`config.mk`:
```
export PLATFORM = sky130hd
export DESIGN_NAME = pipe_hazard_unit
export DESIGN_NICKNAME = d
export VERILOG_FILES = /design/src/rtl/pipe_hazard_pkg.sv /design/src/rtl/pipe_decode.sv /design/src/rtl/ex_forward.sv /design/src/rtl/id_hazard.sv /design/src/rtl/pipe_hazard_unit.sv
export SDC_FILE = /design/constraint.sdc
export NUM_CORES = 1
export LEC_CHECK = 0
export ABC_CLOCK_PERIOD_IN_PS = 4100
export BUFFER_PORTS_ARGS = -buffer_cell sky130_fd_sc_hd__buf_2
export CORE_AREA = 2 2 110 112
export DETAILED_ROUTE_END_ITERATION = 10
export DIE_AREA = 0 0 112 114
export HOLD_SLACK_MARGIN = 0.08
export PLACE_DENSITY = 0.69
export REMOVE_ABC_BUFFERS = 1
export SKIP_CTS_REPAIR_TIMING = 1
export SYNTH_ARGS = -nofsm -noshare
export SYNTH_HDL_FRONTEND = slang
export SYNTH_HIERARCHICAL = 1
export SYNTH_SLANG_ARGS = --single-unit
export TNS_END_PERCENT = 1
```
`constraint.sdc`:
```
create_clock -name clk -period 4.1 [get_ports clk]
set_input_delay 0 -clock clk [delete_from_list [all_inputs] [get_ports clk]]
set_output_delay 0 -clock clk [all_outputs]
set_load 0.01 [all_outputs]
```
`src/rtl/pipe_hazard_pkg.sv`:
```
package pipe_hazard_pkg;
    parameter int INSTR_W = 32;
    parameter int REG_W   = 5;
    parameter int OP_W    = 6;
    parameter int SEL_W   = 2;
    parameter int N_STAGE = 4;

    localparam int OP_HI = INSTR_W - 1;
    localparam int OP_LO = INSTR_W - OP_W;
    localparam int RS_LO = OP_LO - REG_W;
    localparam int RT_LO = RS_LO - REG_W;
    localparam int RD_LO = RT_LO - REG_W;

    localparam logic [OP_W-1:0] OPC_REG  = 6'b000000;
    localparam logic [OP_W-1:0] OPC_ADDI = 6'b001000;
    localparam logic [OP_W-1:0] OPC_LW   = 6'b100011;
    localparam logic [OP_W-1:0] OPC_SW   = 6'b101011;
    localparam logic [OP_W-1:0] OPC_BEQ  = 6'b000100;
    localparam logic [OP_W-1:0] OPC_JMP  = 6'b000010;

    typedef enum logic [SEL_W-1:0] {
        SRC_RF  = 2'b00,
        SRC_WB  = 2'b01,
        SRC_MEM = 2'b10
    } src_sel_e;

    typedef struct packed {
        logic [REG_W-1:0] rs;
        logic [REG_W-1:0] rt;
        logic [REG_W-1:0] dst;
        logic             rd_rs;
        logic             rd_rt;
        logic             wr;
        logic             is_load;
        logic             is_beq;
        logic             is_jmp;
    } dec_t;

    typedef struct packed {
        logic [INSTR_W-1:0] id;
        logic [INSTR_W-1:0] ex;
        logic [INSTR_W-1:0] mem;
        logic [INSTR_W-1:0] wb;
    } pipe_t;
endpackage

```
`src/rtl/pipe_decode.sv`:
```
module pipe_decode
    import pipe_hazard_pkg::*;
(
    input  logic [INSTR_W-1:0] instr,
    output dec_t               dec
);
    logic [OP_W-1:0]  opc;
    logic [REG_W-1:0] f_rs, f_rt, f_rd;

    assign opc  = instr[OP_HI:OP_LO];
    assign f_rs = instr[RS_LO +: REG_W];
    assign f_rt = instr[RT_LO +: REG_W];
    assign f_rd = instr[RD_LO +: REG_W];

    always_comb begin
        dec         = '0;
        dec.rs      = f_rs;
        dec.rt      = f_rt;
        unique case (opc)
            OPC_REG:  begin dec.rd_rs = 1'b1; dec.rd_rt = 1'b1; dec.dst = f_rd; end
            OPC_ADDI: begin dec.rd_rs = 1'b1; dec.dst = f_rt; end
            OPC_LW:   begin dec.rd_rs = 1'b1; dec.dst = f_rt; dec.is_load = 1'b1; end
            OPC_SW:   begin dec.rd_rs = 1'b1; dec.rd_rt = 1'b1; end
            OPC_BEQ:  begin dec.rd_rs = 1'b1; dec.rd_rt = 1'b1; dec.is_beq = 1'b1; end
            OPC_JMP:  dec.is_jmp = 1'b1;
            default:  ;
        endcase
        dec.wr = (dec.dst != '0);
    end
endmodule

```
`src/rtl/ex_forward.sv`:
```
module ex_forward
    import pipe_hazard_pkg::*;
(
    input  dec_t             ex_dec,
    input  dec_t             mem_dec,
    input  dec_t             wb_dec,
    output logic [SEL_W-1:0] sel_a,
    output logic [SEL_W-1:0] sel_b
);
    localparam int N_OPND = 2;
    logic [SEL_W-1:0] sel [N_OPND];

    for (genvar g = 0; g < N_OPND; g++) begin : g_opnd
        logic [REG_W-1:0] src;
        logic             used;
        assign src  = (g == 0) ? ex_dec.rs : ex_dec.rt;
        assign used = (g == 0) ? ex_dec.rd_rs : ex_dec.rd_rt;
        always_comb begin
            if (used && mem_dec.wr && mem_dec.dst == src)
                sel[g] = SRC_MEM;
            else if (used && wb_dec.wr && wb_dec.dst == src)
                sel[g] = SRC_WB;
            else
                sel[g] = SRC_RF;
        end
    end

    assign sel_a = sel[0];
    assign sel_b = sel[1];
endmodule

```
`src/rtl/id_hazard.sv`:
```
module id_hazard
    import pipe_hazard_pkg::*;
(
    input  dec_t id_dec,
    input  dec_t ex_dec,
    input  dec_t mem_dec,
    output logic cmp_a,
    output logic cmp_b,
    output logic stall
);
    logic hit_ex_rs, hit_ex_rt, hit_mem_rs, hit_mem_rt;
    logic load_use, beq_wait;

    assign hit_ex_rs  = id_dec.rd_rs && ex_dec.wr  && ex_dec.dst  == id_dec.rs;
    assign hit_ex_rt  = id_dec.rd_rt && ex_dec.wr  && ex_dec.dst  == id_dec.rt;
    assign hit_mem_rs = id_dec.rd_rs && mem_dec.wr && mem_dec.dst == id_dec.rs;
    assign hit_mem_rt = id_dec.rd_rt && mem_dec.wr && mem_dec.dst == id_dec.rt;

    assign cmp_a = id_dec.is_beq && hit_mem_rs && !mem_dec.is_load;
    assign cmp_b = id_dec.is_beq && hit_mem_rt && !mem_dec.is_load;

    assign load_use = ex_dec.is_load && (hit_ex_rs || hit_ex_rt);
    assign beq_wait = id_dec.is_beq &&
                      ((hit_ex_rs || hit_ex_rt) ||
                       (mem_dec.is_load && (hit_mem_rs || hit_mem_rt)));

    assign stall = load_use || beq_wait;
endmodule

```
`src/rtl/pipe_hazard_unit.sv`:
```
module pipe_hazard_unit
    import pipe_hazard_pkg::*;
(
    input  logic               clk,
    input  logic               rst_n,
    input  logic [INSTR_W-1:0] fetch_instr,
    output logic [SEL_W-1:0]   fwd_a_sel,
    output logic [SEL_W-1:0]   fwd_b_sel,
    output logic               cmp_fwd_a,
    output logic               cmp_fwd_b,
    output logic               stall,
    output logic [INSTR_W-1:0] ex_instr
);
    pipe_t pipe_d, pipe_q;
    dec_t  dec [N_STAGE];
    logic [INSTR_W-1:0] stage_word [N_STAGE];

    assign stage_word[0] = pipe_q.id;
    assign stage_word[1] = pipe_q.ex;
    assign stage_word[2] = pipe_q.mem;
    assign stage_word[3] = pipe_q.wb;

    for (genvar s = 0; s < N_STAGE; s++) begin : g_dec
        pipe_decode u_dec (.instr(stage_word[s]), .dec(dec[s]));
    end

    ex_forward u_exf (
        .ex_dec(dec[1]), .mem_dec(dec[2]), .wb_dec(dec[3]),
        .sel_a(fwd_a_sel), .sel_b(fwd_b_sel)
    );

    id_hazard u_idh (
        .id_dec(dec[0]), .ex_dec(dec[1]), .mem_dec(dec[2]),
        .cmp_a(cmp_fwd_a), .cmp_b(cmp_fwd_b), .stall(stall)
    );

    always_comb begin
        pipe_d     = pipe_q;
        pipe_d.wb  = pipe_q.mem;
        pipe_d.mem = pipe_q.ex;
        if (stall) begin
            pipe_d.ex = '0;
        end else begin
            pipe_d.ex = pipe_q.id;
            pipe_d.id = fetch_instr;
        end
    end

    always_ff @(posedge clk) begin
        if (!rst_n) pipe_q <= '0;
        else        pipe_q <= pipe_d;
    end

    assign ex_instr = pipe_q.ex;


    jump_no_stall_chk: assert property (@(posedge clk) disable iff (!rst_n)
        dec[0].is_jmp |-> !stall);


    bubble_chk: assert property (@(posedge clk) disable iff (!rst_n)
        stall |=> (ex_instr == '0));


    id_hold_chk: assert property (@(posedge clk) disable iff (!rst_n)
        stall |=> (pipe_q.id == $past(pipe_q.id)));


    mem_advance_chk: assert property (@(posedge clk) disable iff (!rst_n)
        1'b1 |=> (pipe_q.mem == $past(ex_instr)));


    r0_no_fwd_chk: assert property (@(posedge clk) disable iff (!rst_n)
        (dec[1].rs == '0) |-> (fwd_a_sel == SRC_RF));


    cmp_needs_beq_chk: assert property (@(posedge clk) disable iff (!rst_n)
        (cmp_fwd_a || cmp_fwd_b) |-> dec[0].is_beq);
endmodule

```
==> key figures, run 1 <==
Yosys
  – Mapped Avg Cell Area: 10.4 um2
  – Cells after Synth: 428
  – Synthesized area: 4430 um2
  – Yosys warns: 6

Place
  – Dpl hpwl: 6500 um
  – DP Worst Slack: 0.744 ns
  – GPL Wtd Cong: 0.883
  – Dpl cells: 580
  – PortBufs: 72

Critical path
  – Worst Reg-to-Reg Cells: 11
  – R2R Setup Slk: 0.71 ns
  – Worst setup SP type: flop
  – CP max stage cell: or4b_4
  – Worst path arrival time: 3.50 ns
  – Crit path cell chain: or4b_4 > a211oi_4 > a22o_1 > xor2_1 > nor4_1 > nand4_1 > a2bb2oi_1 > a31o_2 > buf_12 > buf_2
  – RR Endpoint: pipe_q[112]$_SDFFE_PN0N_
  – Critical path buffers and inverters: 2
  – CP required: 4.10 ns
  – Setup CP Type: reg2out
  – R2R Path Start: ex_instr[29]$_SDFF_PP0_
  – Crit-path max FO: 25
  – Worst Setup End Kind: output pin
  – Critical Path Max Stage Delay: 0.50 ns
  – Crit path max-delay family: compound AO/OA/AOI/OAI gates

Route
  – DRC errors left: 0
  – Routed Wire Length: 9090 um
  – Met3 Wirelength: 422 um
  – WL/cell: 14.5 um
  – DRT Pass-1 Iters: 5
  – Met2 routed WL: 4580 um
  – Drt via density: 4.77
  – Max layer used: met4
  – Met1 Routed Length: 3950 um
  – Drt initial violations: 192
  – Routed Antenna Nets: 0
  – Vias post-DR: 2996

Hold path
  – Worst hold path class: in2reg
  – Hold_sp: rst_n
  – Worst Hold Endpoint: pipe_q[104]$_SDFFE_PN0N_
  – Worst Hold Depth: 2

Clock network
  – CTS root buffer: clkbuf_16
  – # H-tree levels: 3
  – Clock latency on the worst-skew pair: 0.33 ns
  – Clock transition at path regs: 0.07 ns
  – CTS Sinks: 96
  – CTS max path bufs: 2
  – CTS tree: yes
  – TritonCTS buffer count: 9

Power and ir drop
  – Leak pwr: 2.21 nW
  – Switching Share: 0.212
  – Sw power: 0.466 mW
  – Combinational power share: 0.088
  – Clk pwr share: 0.453
  – Pwr Density: 424 nW/um2
  – Flop pwr share: 0.459
  – Pwr Total: 2.20 mW
  – Max IR drop VDD: 0.265 mV
  – Internal Power: 1.73 mW

Global routing
  – Total global routing overflow: 0
  – Largest net degree at the start of global routing: 66
  – Vias in the first global route: 2986
  – GR Util All Layers: 0.144
  – Antenna violations before repair: 0
  – Global-route wire length before repair: 14600 um

Floorplanning
  – Die extent in x: 112 um
  – # rows: 40
  – Die height: 114 um
  – Core Box Area: 11700 um2
  – Ports: 73
  – Starting Density: 0.379
  – Die Area: 12800 um2

Timing
  – Hold Violations, Final: 0
  – Post-Route Setup TNS: 0 ns
  – Fin crit period: 3.50 ns
  – Worst setup margin: 0.599 ns
  – RSZ-0062 raised after global routing: no
  – Worst clock skew: 0.00825 ns
  – Final setup fails: 0
  – Final Max Tran Viols: 0
  – Fmax: 0.286 GHz
  – Final worst-path cycle share: 0.854
  – Rel. slew slack: 0.450
  – Worst-Margin Slew: 0.825 ns

Final layout
  – Synth-to-Final Area Change: 17.1%
  – Final Non-Filler Cells: 628
  – Layout cell share with drive strength beyond 1: 0.225
  – Nets@finish: 510
  – # diodes: 0

Run status
  – Status: finished, final reports clean

Flow run
  – Maximum Capacitance Violations: 0
==> layout by cell type (no fill, tap or decap), drive strengths merged <==
| cell | count |
|---|---|
| o31a | 2 |
| nand2 | 7 |
| nor4 | 8 |
| bufinv | 4 |
| nand2b | 1 |
| a211oi | 4 |
| mux2i | 32 |
| nand3 | 5 |
| and2 | 64 |
| and3 | 2 |
| clkinvlp | 1 |
| nor2b | 33 |
| clkbuf | 9 |
| a31o | 1 |
| nand4 | 6 |
| buf | 73 |
| a2bb2oi | 1 |
| xor2 | 24 |
| clkinv | 1 |
| nand4b | 4 |
| dlygate4sd3 | 32 |
| o211a | 2 |
| nor2 | 12 |
| xnor2 | 16 |
| dfxtp | 96 |
| or4b | 4 |
| nor3b | 1 |
| inv | 3 |
| or4 | 4 |
| o21bai | 2 |
| a22o | 18 |
| nor3 | 9 |
==> power groups by stage <==
stage / Combinational, mW / Clock, mW / Sequential [mW]
after floorplan: 0.105 / 0 / 1.02
after global placement: 0.165 / 0 / 1.03
after detailed placement: 0.169 / 0 / 1.03
after CTS: 0.171 / 1.02 / 1.01
after global routing: 0.213 / 1.06 / 1.01
final: 0.194 / 0.997 / 1.01
==> layout make-up <==
cell class | instances | area [um2]
Inverter | 2 | 7.51
Timing Repair Buffer | 105 | 701
Tap cell | 147 | 184
Clock inverter | 7 | 141
Multi-Input combinational cell | 262 | 2010
Sequential cell | 96 | 1920
Fill cell | 1156 | 6520
Clock buffer | 9 | 225
==> registers in the layout (all words and copies together) (netlist names) <==
register and cells:
pipe_q 48, ex_instr 32, pipe_d 16
==> worst reg2reg max path, delay by kind of cell (launching register included) <==
kind | cells | cell delay [ns]
xor+xnor | 1 | 0.09
simple gates | 4 | 1.07
mux | 1 | 0.23
buf+inv | 1 | 0.26
flops | 1 | 0.43
compound gates | 4 | 1.20
==> layer usage <==
| metal | vias to the layer above | track usage |
|---|---|---|
| li1 | 1481 | - |
| met1 | 1424 | 0.170 |
| met2 | 78 | 0.251 |
| met3 | 13 | 0.0404 |
| met4 | 0 | 0.0504 |
| met5 | - | 0 |
==> metrics by stage <==
step | hold WS [ns] | instance area [um2] | utilization
after floorplan | 0.122 | 3940 | -
after global placement | 0.251 | 4500 | 0.385
after detailed placement | 0.259 | 4500 | 0.385
after CTS | -0.0971 | 4870 | 0.416
after global routing | 0.425 | 5190 | 0.443
final | 0.334 | 5190 | 0.443
==> worst max path at each step <==
stage,start,to,slack [ns],depth (start not counted)
2_1_floorplan,ex_instr[29]$_SDFF_PP0_,ex_instr[0]$_SDFF_PP0_,0.80,10
3_3_place_gp,ex_instr[29]$_SDFF_PP0_,pipe_q[99]$_SDFFE_PN0N_,0.82,11
3_5_place_dp,ex_instr[29]$_SDFF_PP0_,pipe_q[105]$_SDFFE_PN0N_,0.74,11
4_1_cts,ex_instr[29]$_SDFF_PP0_,stall,0.62,10
5_1_grt,pipe_d[27]$_SDFF_PN0_,stall,0.37,10
6_report,ex_instr[29]$_SDFF_PP0_,stall,0.60,10
No activity file was read; power rests on OpenSTA's default activity.
==> run 2: changes to the inputs <==
Settings changed: CORE_AREA 2 2 110 112 to 2 2 156 112, DIE_AREA 0 0 112 114 to 0 0 158 114, PLACE_DENSITY 0.69 to unset.
==> run 2 against run 1 <==
Net effect:
- maximum frequency grew 0.37%
- core utilization shrank 13 points
- sequential cell count is the same
- total power shrank 5.0%
- critical path depth is the same
- combinational power is essentially flat
- critical endpoint unchanged
==> key figures, run 2 (same netlist as run 1, synthesis figures left out) <==
Power and ir drop
  – Leak pwr: 2.19 nW (-0.96%)
  – Pwr Total: 2.09 mW (-5.0%)
  – Pwr Density: 399 nW/um2 (-5.9%)
  – Max IR drop VDD: 0.210 mV (-21%)

Critical path
  – CP max stage cell: or4b_4
  – Crit path max-delay family: simple AND/OR/NAND/NOR gates
  – Worst setup SP type: flop
  – Crit-path max FO: 15 (-40%)
  – Setup CP Type: reg2out
  – Worst path arrival time: 3.49 ns (about the same)
  – CP required: 4.10 ns (about the same)
  – Critical path buffers and inverters: 2 (unchanged)
  – Crit path cell chain: or4b_4 > a211oi_4 > a22o_1 > xor2_1 > nor4_1 > nand4_1 > a2bb2oi_1 > a31o_2 > buf_4 > buf_2
  – Worst Setup End Kind: output pin
  – Critical Path Max Stage Delay: 0.52 ns (+0.02 ns)

Final layout
  – Most common cell after layout, fill and taps aside: dfxtp_1
  – Fillcell total: 1747 (+51%)
  – # diodes: 0 (unchanged)
  – Synth-to-Final Area Change: 18.3%
  – Max FFs per register: 48 (unchanged)
  – Layout cell share with drive strength beyond 1: 0.225 (unchanged)
  – Multi-input logic area: 2010 um2 (unchanged)
  – Largest Register: pipe_q
  – Register area: 1920 um2 (unchanged)
  – Nets@finish: 511 (+0.20%)
  – Most frequent cells in the layout: dfxtp_1 (96), buf_2 (72), and2_1 (64)

Route
  – Routed Antenna Nets: 0 (unchanged)
  – Drt initial violations: 168 (-13%)
  – DRC errors left: 0 (unchanged)
  – WL/cell: 13.7 um (-5.1%)
  – Routed Wire Length: 9780 um (+7.6%)
  – Vias post-DR: 2978 (-0.60%)
  – Drt via density: 4.18 (-12%)
  – DRT Pass-1 Iters: 4 (-1)

Floorplanning
  – # rows: 40 (unchanged)
  – Die Area: 18000 um2 (+41%)
  – Die extent in x: 158 um (+41%)
  – Die height: 114 um (unchanged)
  – Ports: 73 (unchanged)
  – Starting Density: 0.265 (-0.113)
  – Core Box Area: 16700 um2 (+43%)

Timing
  – Fin crit period: 3.49 ns (-0.0129 ns)
  – RSZ-0062 raised after global routing: no
  – Hold Violations, Final: 0 (unchanged)
  – Final setup fails: 0 (unchanged)
  – Hold WS: 0.327 ns (-0.00643 ns)
  – Post-Route Setup TNS: 0 ns (unchanged)
  – Worst-Margin Slew: 0.847 ns (+0.0217 ns)
  – Worst clock skew: 0.00803 ns (-0.000221 ns)
  – Final worst-path cycle share: 0.851 (-0.00314)
  – Fmax: 0.287 GHz (+0.37%)
  – Final Max Tran Viols: 0 (unchanged)
  – Rel. slew slack: 0.435 (-0.0145)

Global routing
  – Total global routing overflow: 0 (unchanged)
  – Largest net degree at the start of global routing: 66 (unchanged)
  – Antenna violations before repair: 0 (unchanged)
  – Global-route wire length before repair: 15500 um (+6.3%)
  – Vias in the first global route: 2848 (-4.6%)
  – GR Util All Layers: 0.113 (-0.0304)

Flow run
  – Maximum Capacitance Violations: 0 (unchanged)

Clock network
  – CTS Sinks: 96 (unchanged)
  – Clock transition at path regs: 0.07 ns (about the same)
  – Clock latency on the worst-skew pair: 0.34 ns (about the same)
  – CTS root buffer: clkbuf_16
  – TritonCTS buffer count: 9 (unchanged)
  – CTS max path bufs: 2 (unchanged)
  – CTS tree: yes
  – # H-tree levels: 3 (unchanged)

Hold path
  – Worst hold path class: in2reg

Place
  – PortBufs: 72 (unchanged)
  – Dpl hpwl: 7330 um (+13%)
  – GPL Wtd Cong: 0.907 (+2.8%)

Run status
  – Status: finished, final reports clean
run 2: changes by cell type in the layout (fill, tap and decap cells not counted), sizes merged:
cell	before	now
bufinv	4	2
clkinv	1	2
buf	73	74
run 2: where the power goes:
group | switching [mW] | internal [mW]
registers | 0.0401 | 0.969
logic | 0.0912 | 0.106
clock network | 0.349 | 0.535
total | 0.480 | 1.61
run 2: cell type report:
type                       instances  area share
multi-input combinational        262       0.383
sequential                        96       0.366
timing repair buffer             106       0.133
tap                              231      0.0551
clock buffer                       9      0.0429
clock inverter                     6      0.0179
inverter                           2     0.00143
run 2: worst reg2reg max path: cells and delay by family (launching register included):
kind                      cells  cell delay (ns)
muxes                         1             0.24
AOI/OAI and AO/OA             4             1.00
and+or+nand+nor               4             1.18
DFF                           1             0.46
buffers and inverters         1             0.32
xor gates and xnor gates      1             0.09
run 2: final timing paths:
kind / endpoint / slack, ns / cells after the start / startpoint
setup / recovery: stall / 0.61 / 10 / ex_instr[29]$_SDFF_PP0_
hold / removal: pipe_q[122]$_SDFFE_PN0N_ / 0.33 / 2 / rst_n
setup reg to reg: pipe_q[96]$_SDFFE_PN0N_ / 0.70 / 11 / ex_instr[29]$_SDFF_PP0_
hold reg to reg: ex_instr[12]$_SDFF_PP0_ / 0.45 / 1 / pipe_q[108]$_SDFFE_PN0N_
run 2: through the flow:
| step | cells | cell area (um2) | setup WS [ns] | util |
|---|---|---|---|---|
| floorplan | 360 | 3940 | 0.803 | - |
| global placement | 665 | 4600 | 0.809 | 0.275 |
| detailed placement | 665 | 4600 | 0.746 | 0.275 |
| CTS | 680 | 4920 | 0.630 | 0.295 |
| global route | 712 | 5240 | 0.350 | 0.314 |
| finish | 712 | 5240 | 0.612 | 0.314 |
run 2: layer usage:
layer	share of wire	track usage	vias to the layer above
met5	0	0	-
met4	0.017	0.0360	0
met3	0.097	0.0410	15
met2	0.39	0.152	87
met1	0.49	0.166	1386
li1	-	-	1490
